File: config.mk
export PLATFORM = sky130hd
export DESIGN_NAME = frag_depth_gate
export DESIGN_NICKNAME = d
export VERILOG_FILES = /design/src/rtl/dz_pkg.sv /design/src/rtl/dz_cfg_latch.sv /design/src/rtl/dz_encode.sv /design/src/rtl/dz_decide.sv /design/src/rtl/dz_out_stage.sv /design/src/rtl/frag_depth_gate.sv
export SDC_FILE = /design/constraint.sdc
export NUM_CORES = 1
export LEC_CHECK = 0
export BUFFER_PORTS_ARGS = -buffer_cell sky130_fd_sc_hd__buf_2
export CAP_MARGIN = 25
export CORE_AREA = 10 10 123 125
export CTS_BUF_LIST = sky130_fd_sc_hd__clkbuf_16
export DETAILED_ROUTE_END_ITERATION = 8
export DIE_AREA = 0 0 133 135
export SYNTH_ARGS = -nofsm -noshare
export SYNTH_HDL_FRONTEND = slang
export SYNTH_SLANG_ARGS = --single-unit
export TNS_END_PERCENT = 100
File: constraint.sdc
create_clock -name clk -period 2.4 [get_ports clk]
set_input_delay 0.24 -clock clk [delete_from_list [all_inputs] [get_ports clk]]
set_output_delay 0.24 -clock clk [all_outputs]
set_load 0.01 [all_outputs]
File: src/rtl/dz_pkg.sv
package dz_pkg;

  typedef enum logic [1:0] {
    DZ_SINGLE = 2'd0,
    DZ_PRE    = 2'd1,
    DZ_EQ     = 2'd2,
    DZ_RSVD   = 2'd3
  } dz_mode_e;

  typedef struct packed {
    dz_mode_e mode;
    logic     alt;
    logic     odd;
  } dz_cfg_t;

  typedef struct packed {
    logic pass;
    logic zwr;
    logic tex;
    logic col;
  } dz_ops_t;

  localparam dz_cfg_t DZ_CFG_RESET = '{mode: DZ_SINGLE, alt: 1'b0, odd: 1'b0};

endpackage

File: src/rtl/dz_cfg_latch.sv
module dz_cfg_latch
  import dz_pkg::*;
(
  input  logic       clk,
  input  logic       rst_n,
  input  logic       frame_start,
  input  logic [1:0] mode_in,
  input  logic       alt_in,
  input  logic       odd_in,
  output dz_cfg_t    cfg_q
);

  dz_mode_e mode_norm;

  always_comb begin
    case (mode_in)
      2'd1:    mode_norm = DZ_PRE;
      2'd2:    mode_norm = DZ_EQ;
      default: mode_norm = DZ_SINGLE;
    endcase
  end

  always_ff @(posedge clk or negedge rst_n) begin
    if (!rst_n) begin
      cfg_q <= DZ_CFG_RESET;
    end else if (frame_start) begin
      cfg_q.mode <= mode_norm;
      cfg_q.alt  <= alt_in;
      cfg_q.odd  <= odd_in;
    end
  end

endmodule

File: src/rtl/dz_encode.sv
module dz_encode
  import dz_pkg::*;
#(
  parameter int Z_W = 24
) (
  input  dz_cfg_t          cfg,
  input  logic [Z_W-1:0]   z_in,
  output logic [Z_W-1:0]   z_enc
);

  localparam int FRAG_W = Z_W - 1;

  logic [FRAG_W-1:0] low_bits;
  logic              flip;

  assign flip = cfg.alt & cfg.odd;

  for (genvar b = 0; b < FRAG_W; b++) begin : g_bit
    assign low_bits[b] = z_in[b] ^ flip;
  end

  always_comb begin
    if (!cfg.alt) begin
      z_enc = z_in;
    end else begin
      z_enc = {cfg.odd, low_bits};
    end
  end

endmodule

File: src/rtl/dz_decide.sv
module dz_decide
  import dz_pkg::*;
#(
  parameter int Z_W = 24
) (
  input  dz_cfg_t        cfg,
  input  logic [Z_W-1:0] z_enc,
  input  logic [Z_W-1:0] z_stored,
  output dz_ops_t        ops
);

  logic is_lt;
  logic is_gt;
  logic is_eq;
  logic reverse;
  logic pass;

  assign is_lt   = z_enc < z_stored;
  assign is_gt   = z_enc > z_stored;
  assign is_eq   = z_enc == z_stored;
  assign reverse = cfg.alt & cfg.odd;

  always_comb begin
    if (cfg.mode == DZ_EQ) begin
      pass = is_eq;
    end else if (reverse) begin
      pass = is_gt;
    end else begin
      pass = is_lt;
    end
  end

  always_comb begin
    ops.pass = pass;
    case (cfg.mode)
      DZ_PRE: begin
        ops.zwr = pass;
        ops.tex = 1'b0;
        ops.col = 1'b0;
      end
      DZ_EQ: begin
        ops.zwr = 1'b0;
        ops.tex = pass;
        ops.col = pass;
      end
      default: begin
        ops.zwr = pass;
        ops.tex = pass;
        ops.col = pass;
      end
    endcase
  end

endmodule

File: src/rtl/dz_out_stage.sv
module dz_out_stage
  import dz_pkg::*;
#(
  parameter int Z_W    = 24,
  parameter int ADDR_W = 19
) (
  input  logic              clk,
  input  logic              rst_n,
  input  logic              in_valid,
  output logic              in_ready,
  input  dz_ops_t           ops_in,
  input  logic [Z_W-1:0]    z_in,
  input  logic [ADDR_W-1:0] addr_in,
  output logic              out_valid,
  input  logic              out_ready,
  output dz_ops_t           ops_q,
  output logic [Z_W-1:0]    z_q,
  output logic [ADDR_W-1:0] addr_q
);

  logic load;

  assign in_ready = !out_valid || out_ready;
  assign load     = in_ready;

  always_ff @(posedge clk or negedge rst_n) begin
    if (!rst_n) begin
      out_valid <= 1'b0;
      ops_q     <= '0;
      z_q       <= '0;
      addr_q    <= '0;
    end else if (load) begin
      out_valid <= in_valid;
      if (in_valid) begin
        ops_q  <= ops_in;
        z_q    <= z_in;
        addr_q <= addr_in;
      end else begin
        ops_q  <= '0;
      end
    end
  end

endmodule

File: src/rtl/frag_depth_gate.sv
module frag_depth_gate
  import dz_pkg::*;
#(
  parameter int Z_W    = 24,
  parameter int ADDR_W = 19
) (
  input  logic              clk,
  input  logic              rst_n,
  input  logic              frame_start,
  input  logic [1:0]        cfg_mode,
  input  logic              cfg_alt,
  input  logic              cfg_odd,
  input  logic              in_valid,
  output logic              in_ready,
  input  logic [Z_W-1:0]    in_z,
  input  logic [Z_W-1:0]    in_zbuf,
  input  logic [ADDR_W-1:0] in_addr,
  output logic              out_valid,
  input  logic              out_ready,
  output logic              out_pass,
  output logic [Z_W-1:0]    out_z,
  output logic [ADDR_W-1:0] out_addr,
  output logic              out_zwr,
  output logic              out_texrd,
  output logic              out_colwr
);

  dz_cfg_t        act_cfg;
  logic [Z_W-1:0] z_enc;
  dz_ops_t        ops_now;
  dz_ops_t        ops_q;

  dz_cfg_latch u_cfg (
    .clk         (clk),
    .rst_n       (rst_n),
    .frame_start (frame_start),
    .mode_in     (cfg_mode),
    .alt_in      (cfg_alt),
    .odd_in      (cfg_odd),
    .cfg_q       (act_cfg)
  );

  dz_encode #(.Z_W(Z_W)) u_enc (
    .cfg   (act_cfg),
    .z_in  (in_z),
    .z_enc (z_enc)
  );

  dz_decide #(.Z_W(Z_W)) u_dec (
    .cfg      (act_cfg),
    .z_enc    (z_enc),
    .z_stored (in_zbuf),
    .ops      (ops_now)
  );

  dz_out_stage #(.Z_W(Z_W), .ADDR_W(ADDR_W)) u_out (
    .clk       (clk),
    .rst_n     (rst_n),
    .in_valid  (in_valid),
    .in_ready  (in_ready),
    .ops_in    (ops_now),
    .z_in      (z_enc),
    .addr_in   (in_addr),
    .out_valid (out_valid),
    .out_ready (out_ready),
    .ops_q     (ops_q),
    .z_q       (out_z),
    .addr_q    (out_addr)
  );

  assign out_pass  = ops_q.pass;
  assign out_zwr   = ops_q.zwr;
  assign out_texrd = ops_q.tex;
  assign out_colwr = ops_q.col;

endmodule

## After elaboration in Yosys (flattened, before gate mapping)

Index checks and enable logic that the tools add are counted.

| storage, ports and cells | value |
|---|---|
| logic and storage cells | 50 |
| output and inout port bits | 49 |
| register bits | 52 |
| input bits | 76 |

| cells by class | value |
|---|---|
| equal/unequal tests | 5 |
| reduce and logical (&&, ||, !) cells | 3 |
| $lt $le $gt $ge | 2 |
| bitwise operators | 24 |
| mux-type cells | 6 |

Operator list:

| kind | number |
|---|---|
| $eq 24x24->1 | 1 |
| $gt 24x24->1 | 1 |
| $lt 24x24->1 | 1 |
| $mux 24 | 1 |
| $xor 1x1->1 | 23 |
| $pmux 3 s2 | 1 |
| $eq 2x1->1 const B | 2 |
| $eq 2x2->1 const B | 2 |
| $mux 4 | 1 |
| $pmux 2 s2 | 1 |
| $mux 1 | 2 |
| $reduce_and 2->1 | 1 |
| $and 1x1->1 | 1 |
| $logic_not 1->1 | 1 |
| $logic_or 1x1->1 | 1 |

## Depth between registers and ports, before layout

Gate-level depths: netlist (run 1).

| logic depth | value |
|---|---|
| word-level depth | 8 |
| mapped depth | 10 |
| depth with buffers taken out | 9 |

## Modules after synthesis

Synthesis (run 1) repeated with hierarchy kept, for this count alone.

| second synthesis, totals | value |
|---|---|
| cells, all modules | 252 |
| area total of the unflattened synthesis | 3146.8 sq um |

Modules (own cells, without submodules):

| module | cells each | area an instance (sq um) | times used |
|---|---|---|---|
| dz_out_stage | 111 | 1856.8 | 1 |
| dz_decide | 101 | 730.7 | 1 |
| dz_encode | 28 | 404.1 | 1 |
| dz_cfg_latch | 12 | 155.1 | 1 |

## Worst setup path before layout (run 1)

OpenSTA, ideal clock, no wires.

| timing path | value |
|---|---|
| path kind | register -> register |
| start point | reg u_cfg.cfg_q[1] (netlist name) |
| end point | reg, netlist name u_out.ops_q[1] |
| stages on the path, launching flop included | 10 |
| slack | -218 ps |
| arrival time | 2537 ps |
| path buffers | 1 |
| library setup time | 82 ps |
| cell sequence | dfrtp_1 > nand2_1 > buf_2 > o21ai_0 > ha_1 > nand4_2 > nor4_4 > o21ai_2 > or4_4 > a31oi_1 |

RTL lines:

| item | line | source |
|---|---|---|
| start: declaration | dz_cfg_latch.sv:10 | `output dz_cfg_t cfg_q` |
| $mux 24 * | dz_encode.sv:23 | `if (!cfg.alt) begin` |
| net u_dec.z_enc[23] | dz_decide.sv:7 | `input logic [Z_W-1:0] z_enc,` |
| $lt 24x24->1 / $gt 24x24->1 (equally long branches) | dz_decide.sv:18, dz_decide.sv:19 |  |
| $mux 1 | dz_decide.sv:26 | `end else if (reverse) begin` |
| $mux 1 * | dz_decide.sv:24 | `if (cfg.mode == DZ_EQ) begin` |
| $pmux 3 s2 * | dz_decide.sv:35 | `case (cfg.mode)` |
| $mux 4 * | dz_out_stage.sv:34 | `if (in_valid) begin` |

Mark *: on every way through the listed nets, which the timed path passes. The rest lies on a longest branch.
A chain may end at the register's enable or synchronous reset.

## Worst setup path after layout (run 1)

| timing path | value |
|---|---|
| start point | reg u_cfg.cfg_q[1] (netlist name) |
| end point | reg, netlist name u_out.ops_q[2] |

| between the ends | value |
|---|---|
| word-level cells in the longest chain between the ends | 8 |

RTL lines:

| item | line | source |
|---|---|---|
| $and 1x1->1 | dz_encode.sv:16 | `assign flip = cfg.alt & cfg.odd;` |
| $xor 1x1->1 | dz_encode.sv:19 | `assign low_bits[b] = z_in[b] ^ flip;` |
| $mux 24 * | dz_encode.sv:23 |  |
| net u_dec.z_enc[2] | dz_decide.sv:7 |  |
| $lt 24x24->1 / $gt 24x24->1 (equally long branches) | dz_decide.sv:18, dz_decide.sv:19 |  |
| $mux 1 | dz_decide.sv:26 |  |
| $mux 1 * | dz_decide.sv:24 |  |
| $pmux 3 s2 * | dz_decide.sv:35 |  |
| $mux 4 * | dz_out_stage.sv:34 |  |

Marked as above.

==> results of run 1 <==
[worst max path at each step]
stage	end	slack (ns)
2_1_floorplan	u_out.ops_q[1]$_DFFE_PN0N_	0.03
3_3_place_gp	u_out.ops_q[2]$_DFFE_PN0N_	-0.13
3_5_place_dp	u_out.ops_q[1]$_DFFE_PN0N_	-0.14
4_1_cts	u_out.ops_q[1]$_DFFE_PN0N_	-0.03
5_1_grt	u_out.ops_q[1]$_DFFE_PN0N_	-0.20
6_report	u_out.ops_q[2]$_DFFE_PN0N_	-0.11
[state kept, by name (all words and copies together) (netlist names)]
name             count
u_out.z_q           24
u_cfg.cfg_q          4
u_out.out_valid      1
u_out.addr_q        19
u_out.ops_q          3
[area by class of cell]
type                    instances  area (um^2)  area share (%)
multi-input cells             159         1710            39.5
inverters                      27          101            2.34
clock buffers                   5          125            2.89
repair buffers                150          876            20.2
clock inverters                 3         25.0           0.578
flip-flops and latches         51         1280            29.5
well taps                     172          215            4.97
[power breakdown]
part | internal [uW] | total (uW) | switching, uW
clock | 395 | 738 | 344
sequential | 1020 | 1100 | 82.8
combinational | 521 | 1040 | 516
[worst register-to-register path: stages, from the launching register on]
cell and delay (ns):
dfrtp_1 0.39, nand2_4 0.09, buf_12 0.16, buf_8 0.14, xnor2_2 0.14, ha_1 0.32, nand4_1 0.16, nor4_4 0.08
buf_4 0.14, buf_4 0.12, or4_4 0.52, a31oi_1 0.18
[cell usage in the layout, fill, tap and decap left out, types with 3 or more instances in the layout]
cell	count
nand2_1	5
ha_1	24
mux2_1	3
xnor2_1	9
a21oi_1	8
buf_2	124
mux2_2	41
xnor2_2	9
nor2_1	3
dfrtp_1	51
buf_12	4
xnor2_4	4
inv_1	27
buf_4	20
clkbuf_16	5
nand2_2	3
a211oi_2	5
o21ai_0	7
a31oi_1	3
[what timing repair did]
item,CTS,global route
gates cloned,0,0
endpoints found under the setup margin,3,3
hold buffers,1,0
buffers inserted,4,5
pin swaps,16,20
gates resized for setup,14,30
endpoints found under the hold margin,6,0
[metrics by stage]
step / cells / TNS [ns] / utilization (%) / area, um^2
after floorplan: 245 / 0 / - / 2880
after global placement: 549 / -0.355 / 30.4 / 3820
after detailed placement: 549 / -0.405 / 30.4 / 3820
after CTS: 562 / -0.0420 / 32.5 / 4090
after global routing: 567 / -0.585 / 34.5 / 4330
final: 567 / -0.310 / 34.5 / 4330
[logic make-up after synthesis]
kind of cell,share of synthesized area [%]
xor gates and xnor gates,7.04
muxes,17.7
DFF,44.6
AOI/OAI and AO/OA,7.30
and+or+nand+nor,7.04
buffers and inverters,4.98
adders and majority gates,11.4
[layer usage]
layer / vias to the layer above / part of all wire [%]
met5: - / 0
li1: 1153 / -
met3: 7 / 11
met1: 1125 / 39
met4: 0 / 0.62
met2: 98 / 50
==> results.cfg, run 1 <==
[run_status]
status = complete, but fails checks
violations = setup timing

[synth]
synthTopCellsByCount = dfrtp_1, mux2_2, inv_1
ys_types = 35
yosysMostFrequentCell = dfrtp_1
synth_ff_type = dfrtp_1
syn_inst = 245
synth_warnings = 0
syn-cell-area_um2 = 2860
syn_nets = 347
netlist.area_leader.share_pct = 44.6
synth_area_leader_cell = dfrtp_1
avgSynthCellArea_um2 = 11.7
async_reset_ff_share_pct = 100
synth-edff-count = 0
yosys_register_bits = 51
synth.yosys.seq_area_share_pct = 44.6
ys_top_cells_by_area = dfrtp_1, mux2_2, ha_1

[pwr]
p_leak_uw = 0.00211
ir_drop_v = 0.000291
fin_total_pwr_uw = 2880
powerDensity_nw_per_um2 = 664

[global_routing]
grt_pass1_wl_um = 14400
grt_start_max_net_pins = 29
grt_use_met2_pct = 17.6
grtUsageTotal_pct = 10.0
grt-ovfl-total = 0
grt_pass1_vias = 2742
grt.busiest_layer = met2
use_met1_pct = 10.5
antenna_found_initial = 1
grt_use_met3_pct = 5.16

[hold_path]
hold_depth = 2
hold_class = in -> reg
hold_path_end = u_out.addr_q[14]$_DFFE_PN0P_
hp-start = in_addr[14]

[die]
die-width_um = 133
die_h_um = 135
coreArea_um2 = 12600
rows = 41
io_pins = 125
die_area_um2 = 18000
start_util_pct = 22.8

[clocking]
cts.sinks = 51
cts_tree = done
clock_path_buffers = 2
numCtsBuffers = 5
clk_latency_ns = 0.30
cts-root-buf = clkbuf_16
clkTransAtPathRegs_ns = 0.07
htreeDepth = 2

[sta]
fmax_ghz = 0.399
fin_hold_ws_ns = 0.170
max_slew_margin_pct = 65.0
rsz0062_at_grt = yes
tightest_slew_ns = 0.524
setup_ws_ns = -0.108
finalSetupViolCount = 3
maxSlewViolCount = 0
fin_skew_ns = 0.00406
fin_crit_sh_pct = 104
min_period_ns = 2.51
hold_violations = 0

[worst_setup_path]
rrSetupSlack_ns = -0.11
worstPathRequired_ns = 2.61
path_depth = 11
crit_slowest_cell = or4_4
r2r_end = u_out.ops_q[2]$_DFFE_PN0N_
slowest_delay_ns = 0.52
cp-start-kind = register
critical_path_arrival_ns = 2.72
crit_chain = nand2_4 -> buf_12 -> buf_8 -> xnor2_2 -> ha_1 -> nand4_1 -> nor4_4 -> buf_4 -> buf_4 -> or4_4 -> a31oi_1
path_buf_inv = 4
crit_path_end_kind = register
crit_top_cell = buf_4
path_max_fanout = 7
worstReg2RegStart = u_cfg.cfg_q[1]$_DFFE_PN0P_
critPathKind = reg -> reg
reg2reg_depth = 11
critPathLaunch = u_cfg.cfg_q[1]$_DFFE_PN0P_
path_delay_family = simple AND/OR/NAND/NOR gates

[place]
dp_slack_ns = -0.138
dp_hpwl_um = 7240
portBuffers = 124
gp_congestion = 0.722

[detailed_routing]
vias = 2383
viasPerCell = 4.20
drt-total-wl_um = 9220
drt_iter0_markers = 29
drt_first_pass_iters = 4
drt.antenna.violating_nets = 0
wl_per_cell_um = 16.3
drc = 0

[job]
drv_cap = 0

[finish]
num_antenna_cells = 0
drive_above_1_share_pct = 60.0
nets = 496
fillers = 1284
layout-area-overhead-vs-synth_pct = 51.3
(Power assumes the default switching activity.)
==> run 2: changes to the inputs <==
--- a/config.mk
+++ b/config.mk
@@ -7,10 +7,12 @@
 export LEC_CHECK = 0
 export BUFFER_PORTS_ARGS = -buffer_cell sky130_fd_sc_hd__buf_2
 export CAP_MARGIN = 25
-export CORE_AREA = 10 10 123 125
+export CORE_AREA = 10 10 102 104
 export CTS_BUF_LIST = sky130_fd_sc_hd__clkbuf_16
+export CTS_CLUSTER_SIZE = 25
 export DETAILED_ROUTE_END_ITERATION = 8
-export DIE_AREA = 0 0 133 135
+export DIE_AREA = 0 0 112 114
+export PLACE_DENSITY_LB_ADDON = 0.2
 export SYNTH_ARGS = -nofsm -noshare
 export SYNTH_HDL_FRONTEND = slang
 export SYNTH_SLANG_ARGS = --single-unit
==> run 2 against run 1 <==
Compared with the run above:
- the flow now finishes without violations
- wire length down 15%
- non-clock buffer count is 14 lower
- via count shrank 5.2%
- cell count fell by 14%
- setup slack improved by 0.15 ns
- sequential power about the same
- register-to-register slack improved by 0.15 ns
- critical endpoint is now u_out.ops_q[3]$_DFFE_PN0N_
- die area is 29% lower
==> results.cfg, run 2 (synthesis gave the netlist of run 1 again) <==
[run_status]
status = completed

[sta]
fin_skew_ns = 0.00352
max_slew_margin_pct = 46.0
maxSlewViolCount = 0
hold_violations = 0
setup_ws_ns = 0.0386
tightest_slew_ns = 0.810
fmax_ghz = 0.423
rsz0062_at_grt = yes
min_period_ns = 2.36
fin_crit_sh_pct = 98.4
finalSetupViolCount = 0

[clocking]
clkTransAtPathRegs_ns = 0.07
numCtsBuffers = 5
cts-root-buf = clkbuf_16
htreeDepth = 2
clk_latency_ns = 0.29
cts_tree = done
clock_path_buffers = 2
cts.sinks = 51
cts_hold_buf = 0

[finish]
final_cells = 489
nets = 482
reg_top3 = u_out.z_q (24), u_out.addr_q (19), u_cfg.cfg_q (4)
largest-register = u_out.z_q
multiInputGateArea_um2 = 1650
drive_above_1_share_pct = 56.2
num_antenna_cells = 0
final_common_cell = buf_2
final_cell_mix = buf_2, dfrtp_1, mux2_2
fillers = 792
seq_area_um2 = 1280
largest_reg_flops = 24
layout-area-overhead-vs-synth_pct = 43.9
fin_util_pct = 48.7

[pwr]
p_leak_uw = 0.00203
power_frac_comb_pct = 32.4
switchingPower_uw = 869
ir_drop_v = 0.000336
switching_share_pct = 29.2
pwr-share-seq_pct = 36.8
powerDensity_nw_per_um2 = 723
pwr-share-clk_pct = 30.8
internal_power_uw = 2110

[die]
start_util_pct = 33.8
coreArea_um2 = 8470
die_area_um2 = 12800
die_h_um = 114
io_pins = 125
rows = 34
die-width_um = 112

[place]
dp_cells = 479
gp_congestion = 0.741
dp_hpwl_um = 6240
dp_slack_ns = -0.0510
portBuffers = 124

[worst_setup_path]
path_depth = 9
critPathKind = reg -> reg
reg2reg_depth = 9
worstReg2RegStart = u_cfg.cfg_q[0]$_DFFE_PN0P_
slowest_delay_ns = 0.44
cp-start-kind = register
path_buf_inv = 1
critical_path_arrival_ns = 2.57
crit_chain = nand2_4 -> buf_12 -> xnor2_4 -> ha_4 -> nand4_4 -> nor4_4 -> o21ai_2 -> or4_4 -> a31oi_1
crit_slowest_cell = or4_4
r2r_end = u_out.ops_q[3]$_DFFE_PN0N_
worstPathRequired_ns = 2.61
path_max_fanout = 7
crit_path_end_kind = register
rrSetupSlack_ns = 0.04
path_delay_family = simple AND/OR/NAND/NOR gates

[detailed_routing]
wl_per_cell_um = 16.1
viasPerCell = 4.62
drc = 0
vias = 2260
drt-total-wl_um = 7860
drt_first_pass_iters = 4
drt_iter0_markers = 33
drt.antenna.violating_nets = 0

[global_routing]
antenna_found_initial = 0
grt_start_max_net_pins = 47
grt-ovfl-total = 0
grt_pass1_wl_um = 13100
grt_pass1_vias = 2561
grtUsageTotal_pct = 12.5

[job]
drv_cap = 0

[hold_path]
hold_class = in -> async
-- run 2: cell types whose count changed in the layout (fill, tap and decap cells not counted), moves of 2 or more --
cell	previous run	this run
xnor2_1	9	13
xnor2_2	9	5
a21oi_2	2	0
inv_6	2	0
ha_4	2	4
buf_4	20	8
a21oi_1	8	10
bufinv_16	0	2
o21ai_1	0	2
ha_1	24	22
-- run 2: how the worst max path moves through the flow --
stage	endpoint	startpoint	slack, ns
6_report	u_out.ops_q[3]$_DFFE_PN0N_	u_cfg.cfg_q[0]$_DFFE_PN0P_	0.04
5_1_grt	u_out.ops_q[1]$_DFFE_PN0N_	u_cfg.cfg_q[1]$_DFFE_PN0P_	-0.14
4_1_cts	u_out.ops_q[1]$_DFFE_PN0N_	u_cfg.cfg_q[1]$_DFFE_PN0P_	0.002
3_5_place_dp	u_out.ops_q[3]$_DFFE_PN0N_	u_cfg.cfg_q[1]$_DFFE_PN0P_	-0.05
3_3_place_gp	u_out.ops_q[3]$_DFFE_PN0N_	u_cfg.cfg_q[0]$_DFFE_PN0P_	-0.01
2_1_floorplan	u_out.ops_q[1]$_DFFE_PN0N_	u_cfg.cfg_q[1]$_DFFE_PN0P_	0.03
-- run 2: repair_timing --
| action | CTS | global route |
|---|---|---|
| pin swaps | 16 | 3 |
| buffers inserted | 0 | 1 |
| setup endpoints to repair | 3 | 3 |
| gates cloned | 1 | 0 |
| resized for setup | 24 | 6 |
-- run 2: power groups by stage --
stage	registers [uW]	logic (uW)	clock network, uW
after floorplan	1190	431	0
after global placement	1110	870	0
after detailed placement	1110	882	0
after CTS	1100	970	947
after global routing	1120	1080	981
final	1100	965	917
-- run 2: stage by stage --
stage | setup TNS, ns | power (uW) | hold WS (ns) | instance area [um^2]
after floorplan | 0 | 1620 | -0.0556 | 2880
after global placement | -0.0163 | 1980 | 0.380 | 3690
after detailed placement | -0.142 | 2000 | 0.379 | 3690
after CTS | 0 | 3020 | 0.0624 | 4080
after global routing | -0.388 | 3180 | 0.0923 | 4120
final | 0 | 2980 | 0.0410 | 4120
-- run 2: routing by layer --
layer  vias to the layer above  wire, um  GRT usage, %
met3                         4       892          6.35
met1                      1042      3300          14.5
li1                       1128         -             -
met2                        86      3630          20.0
met5                         -         0             0
met4                         0        39          2.79
-- run 2: cell type report --
class / instances / share of cell area, %
inverters: 27 / 2.46
well taps: 108 / 3.28
multi-input cells: 159 / 39.9
flip-flops and latches: 51 / 31.0
repair buffers: 136 / 18.7
clock inverters: 3 / 1.64
clock buffers: 5 / 3.04
==> run 3: changes to the inputs <==
--- a/config.mk
+++ b/config.mk
@@ -13,6 +13,8 @@
 export DETAILED_ROUTE_END_ITERATION = 8
 export DIE_AREA = 0 0 112 114
 export PLACE_DENSITY_LB_ADDON = 0.2
+export REMOVE_ABC_BUFFERS = 1
+export SETUP_SLACK_MARGIN = 0.3
 export SYNTH_ARGS = -nofsm -noshare
 export SYNTH_HDL_FRONTEND = slang
 export SYNTH_SLANG_ARGS = --single-unit
==> run 3 against run 2 <==
Compared with the run above:
- design area rose by 2.4%
- sequential cell count did not move
- cell count rose by 2.7%
- via count rose by 2.7%
- die area did not move
- count of clock-buffer cells in the layout did not move
- core utilization rose by 1.2 points
- the flow now finishes with violations (setup timing)
- critical path depth did not move
- critical path type unchanged
- register-to-register slack got worse by 0.07 ns
- sequential power barely moved
==> results.cfg, run 3 (synthesis gave the netlist of run 1 again) <==
[detailed_routing]
wl_met2_um = 3690
met3_length_um = 948
vias = 2321
drc = 0
viasPerCell = 4.62
drt_iter0_markers = 31
wl_met1_um = 3180
dr.max_layer_used = met4
drt-total-wl_um = 7870
drt.antenna.violating_nets = 0
drt_first_pass_iters = 4
wl_per_cell_um = 15.7

[worst_setup_path]
worstPathRequired_ns = 2.61
crit_path_end_kind = register
path_max_fanout = 5
critPathKind = reg -> reg
rrSetupSlack_ns = -0.03
r2r_end = u_out.ops_q[1]$_DFFE_PN0N_
worstReg2RegStart = u_cfg.cfg_q[1]$_DFFE_PN0P_
critical_path_arrival_ns = 2.64
cp-start-kind = register
reg2reg_depth = 9

[hold_path]
hp-start = in_addr[1]
hold_depth = 2
hold_class = in -> reg
hold_path_end = u_out.addr_q[1]$_DFFE_PN0P_

[die]
io_pins = 125
rows = 34
coreArea_um2 = 8470
die_h_um = 114
die-width_um = 112
die_area_um2 = 12800
start_util_pct = 33.8

[global_routing]
grt_pass1_wl_um = 13200
grt_pass1_vias = 2677
grt_start_max_net_pins = 26
grtUsageTotal_pct = 12.4
grt-ovfl-total = 0
antenna_found_initial = 1

[sta]
setup_ws_ns = -0.0281
fin_crit_sh_pct = 101
rsz0062_at_grt = yes
fmax_ghz = 0.412
min_period_ns = 2.43
fin_skew_ns = 0.00690
max_slew_margin_pct = 61.8
hold_violations = 0
finalSetupViolCount = 3
maxSlewViolCount = 0
tightest_slew_ns = 0.573

[pwr]
power_frac_comb_pct = 34.1
internal_power_uw = 2040
powerDensity_nw_per_um2 = 698
pwr-share-seq_pct = 37.3
switching_share_pct = 30.7
p_leak_uw = 0.00207
fin_total_pwr_uw = 2940
switchingPower_uw = 905
ir_drop_v = 0.000459
pwr-share-clk_pct = 28.6

[clocking]
htreeDepth = 2
cts-root-buf = clkbuf_16
numCtsBuffers = 5
clkTransAtPathRegs_ns = 0.07
clock_path_buffers = 2
cts.sinks = 51
clk_latency_ns = 0.29
cts_tree = done

[place]
portBuffers = 124
dp_hpwl_um = 6250
placed_area_um2 = 3730
gp_congestion = 0.741
dp_cells = 484

[finish]
final_cell_mix = buf_2, dfrtp_1, mux2_2
layout-area-overhead-vs-synth_pct = 47.4
final_common_cell = buf_2
fin_util_pct = 49.8
fillers = 779
final_area_um2 = 4220
largest_reg_flops = 24
drive_above_1_share_pct = 57.3
reg_top3 = u_out.z_q (24), u_out.addr_q (19), u_cfg.cfg_q (4)
nets = 494
largest-register = u_out.z_q
final_cells = 502

[run_status]
violations = setup timing
status = complete, but fails checks

[job]
drv_cap = 0
[run 3: how the worst max path moves through the flow]
stage	slack (ns)	start	cells after the start	to
floorplan	-0.62	u_cfg.cfg_q[1]$_DFFE_PN0P_	8	u_out.ops_q[1]$_DFFE_PN0N_
global placement	-0.09	u_cfg.cfg_q[1]$_DFFE_PN0P_	9	u_out.ops_q[2]$_DFFE_PN0N_
detailed placement	-0.19	u_cfg.cfg_q[1]$_DFFE_PN0P_	9	u_out.ops_q[3]$_DFFE_PN0N_
CTS	-0.03	u_cfg.cfg_q[1]$_DFFE_PN0P_	9	u_out.ops_q[1]$_DFFE_PN0N_
global route	-0.18	u_cfg.cfg_q[1]$_DFFE_PN0P_	9	u_out.ops_q[1]$_DFFE_PN0N_
finish	-0.03	u_cfg.cfg_q[1]$_DFFE_PN0P_	9	u_out.ops_q[1]$_DFFE_PN0N_
[run 3: power by group through the flow]
stage,clock network (uW),logic [uW],registers [uW]
after CTS,863,950,1100
final,842,1000,1100
after detailed placement,0,891,1110
after global routing,905,1120,1120
after global placement,0,881,1110
after floorplan,0,417,1190
[run 3: cell type report]
| cell class | instances | area, um^2 | share of cell area, % |
|---|---|---|---|
| Clock inverter | 3 | 47.5 | 1.13 |
| Antenna cell | 1 | 2.50 | 0.0593 |
| Inverter | 27 | 101 | 2.40 |
| Clock buffer | 5 | 125 | 2.97 |
| Timing Repair Buffer | 148 | 868 | 20.6 |
| Multi-Input combinational cell | 159 | 1660 | 39.4 |
| Sequential cell | 51 | 1280 | 30.3 |
| Tap cell | 108 | 135 | 3.20 |
[run 3: routing by layer]
layer / vias up / global-route usage (%)
li1: 1146 / -
met1: 1084 / 14.3
met2: 86 / 20.2
met3: 5 / 6.56
met4: 0 / 2.03
met5: - / 0
[run 3: what timing repair did]
item	CTS	global route
buffers inserted	4	3
gates resized for setup	12	20
cloned	1	0
hold buffers	1	0
pin swaps	16	8
endpoints found under the setup margin	3	3
hold endpoints to repair	23	0
[run 3: per-stage QoR]
stage | hold slack (ns) | setup WS [ns] | setup TNS [ns]
3_3_place_gp | 0.262 | -0.0851 | -0.250
5_1_grt | 0.170 | -0.180 | -0.511
4_1_cts | 0.171 | -0.0337 | -0.0936
2_1_floorplan | -0.0556 | -0.617 | -2.08
6_report | 0.172 | -0.0281 | -0.0714
3_5_place_dp | 0.270 | -0.186 | -0.524
[run 3: critical path, stage by stage (launching register included)]
cell and delay, ns:
dfrtp_1 0.40, nand2_4 0.12, buf_12 0.16, xnor2_2 0.14, ha_1 0.33, nand4_4 0.10
nor4_4 0.38, o21ai_2 0.10, or4_4 0.45, a31oi_1 0.18
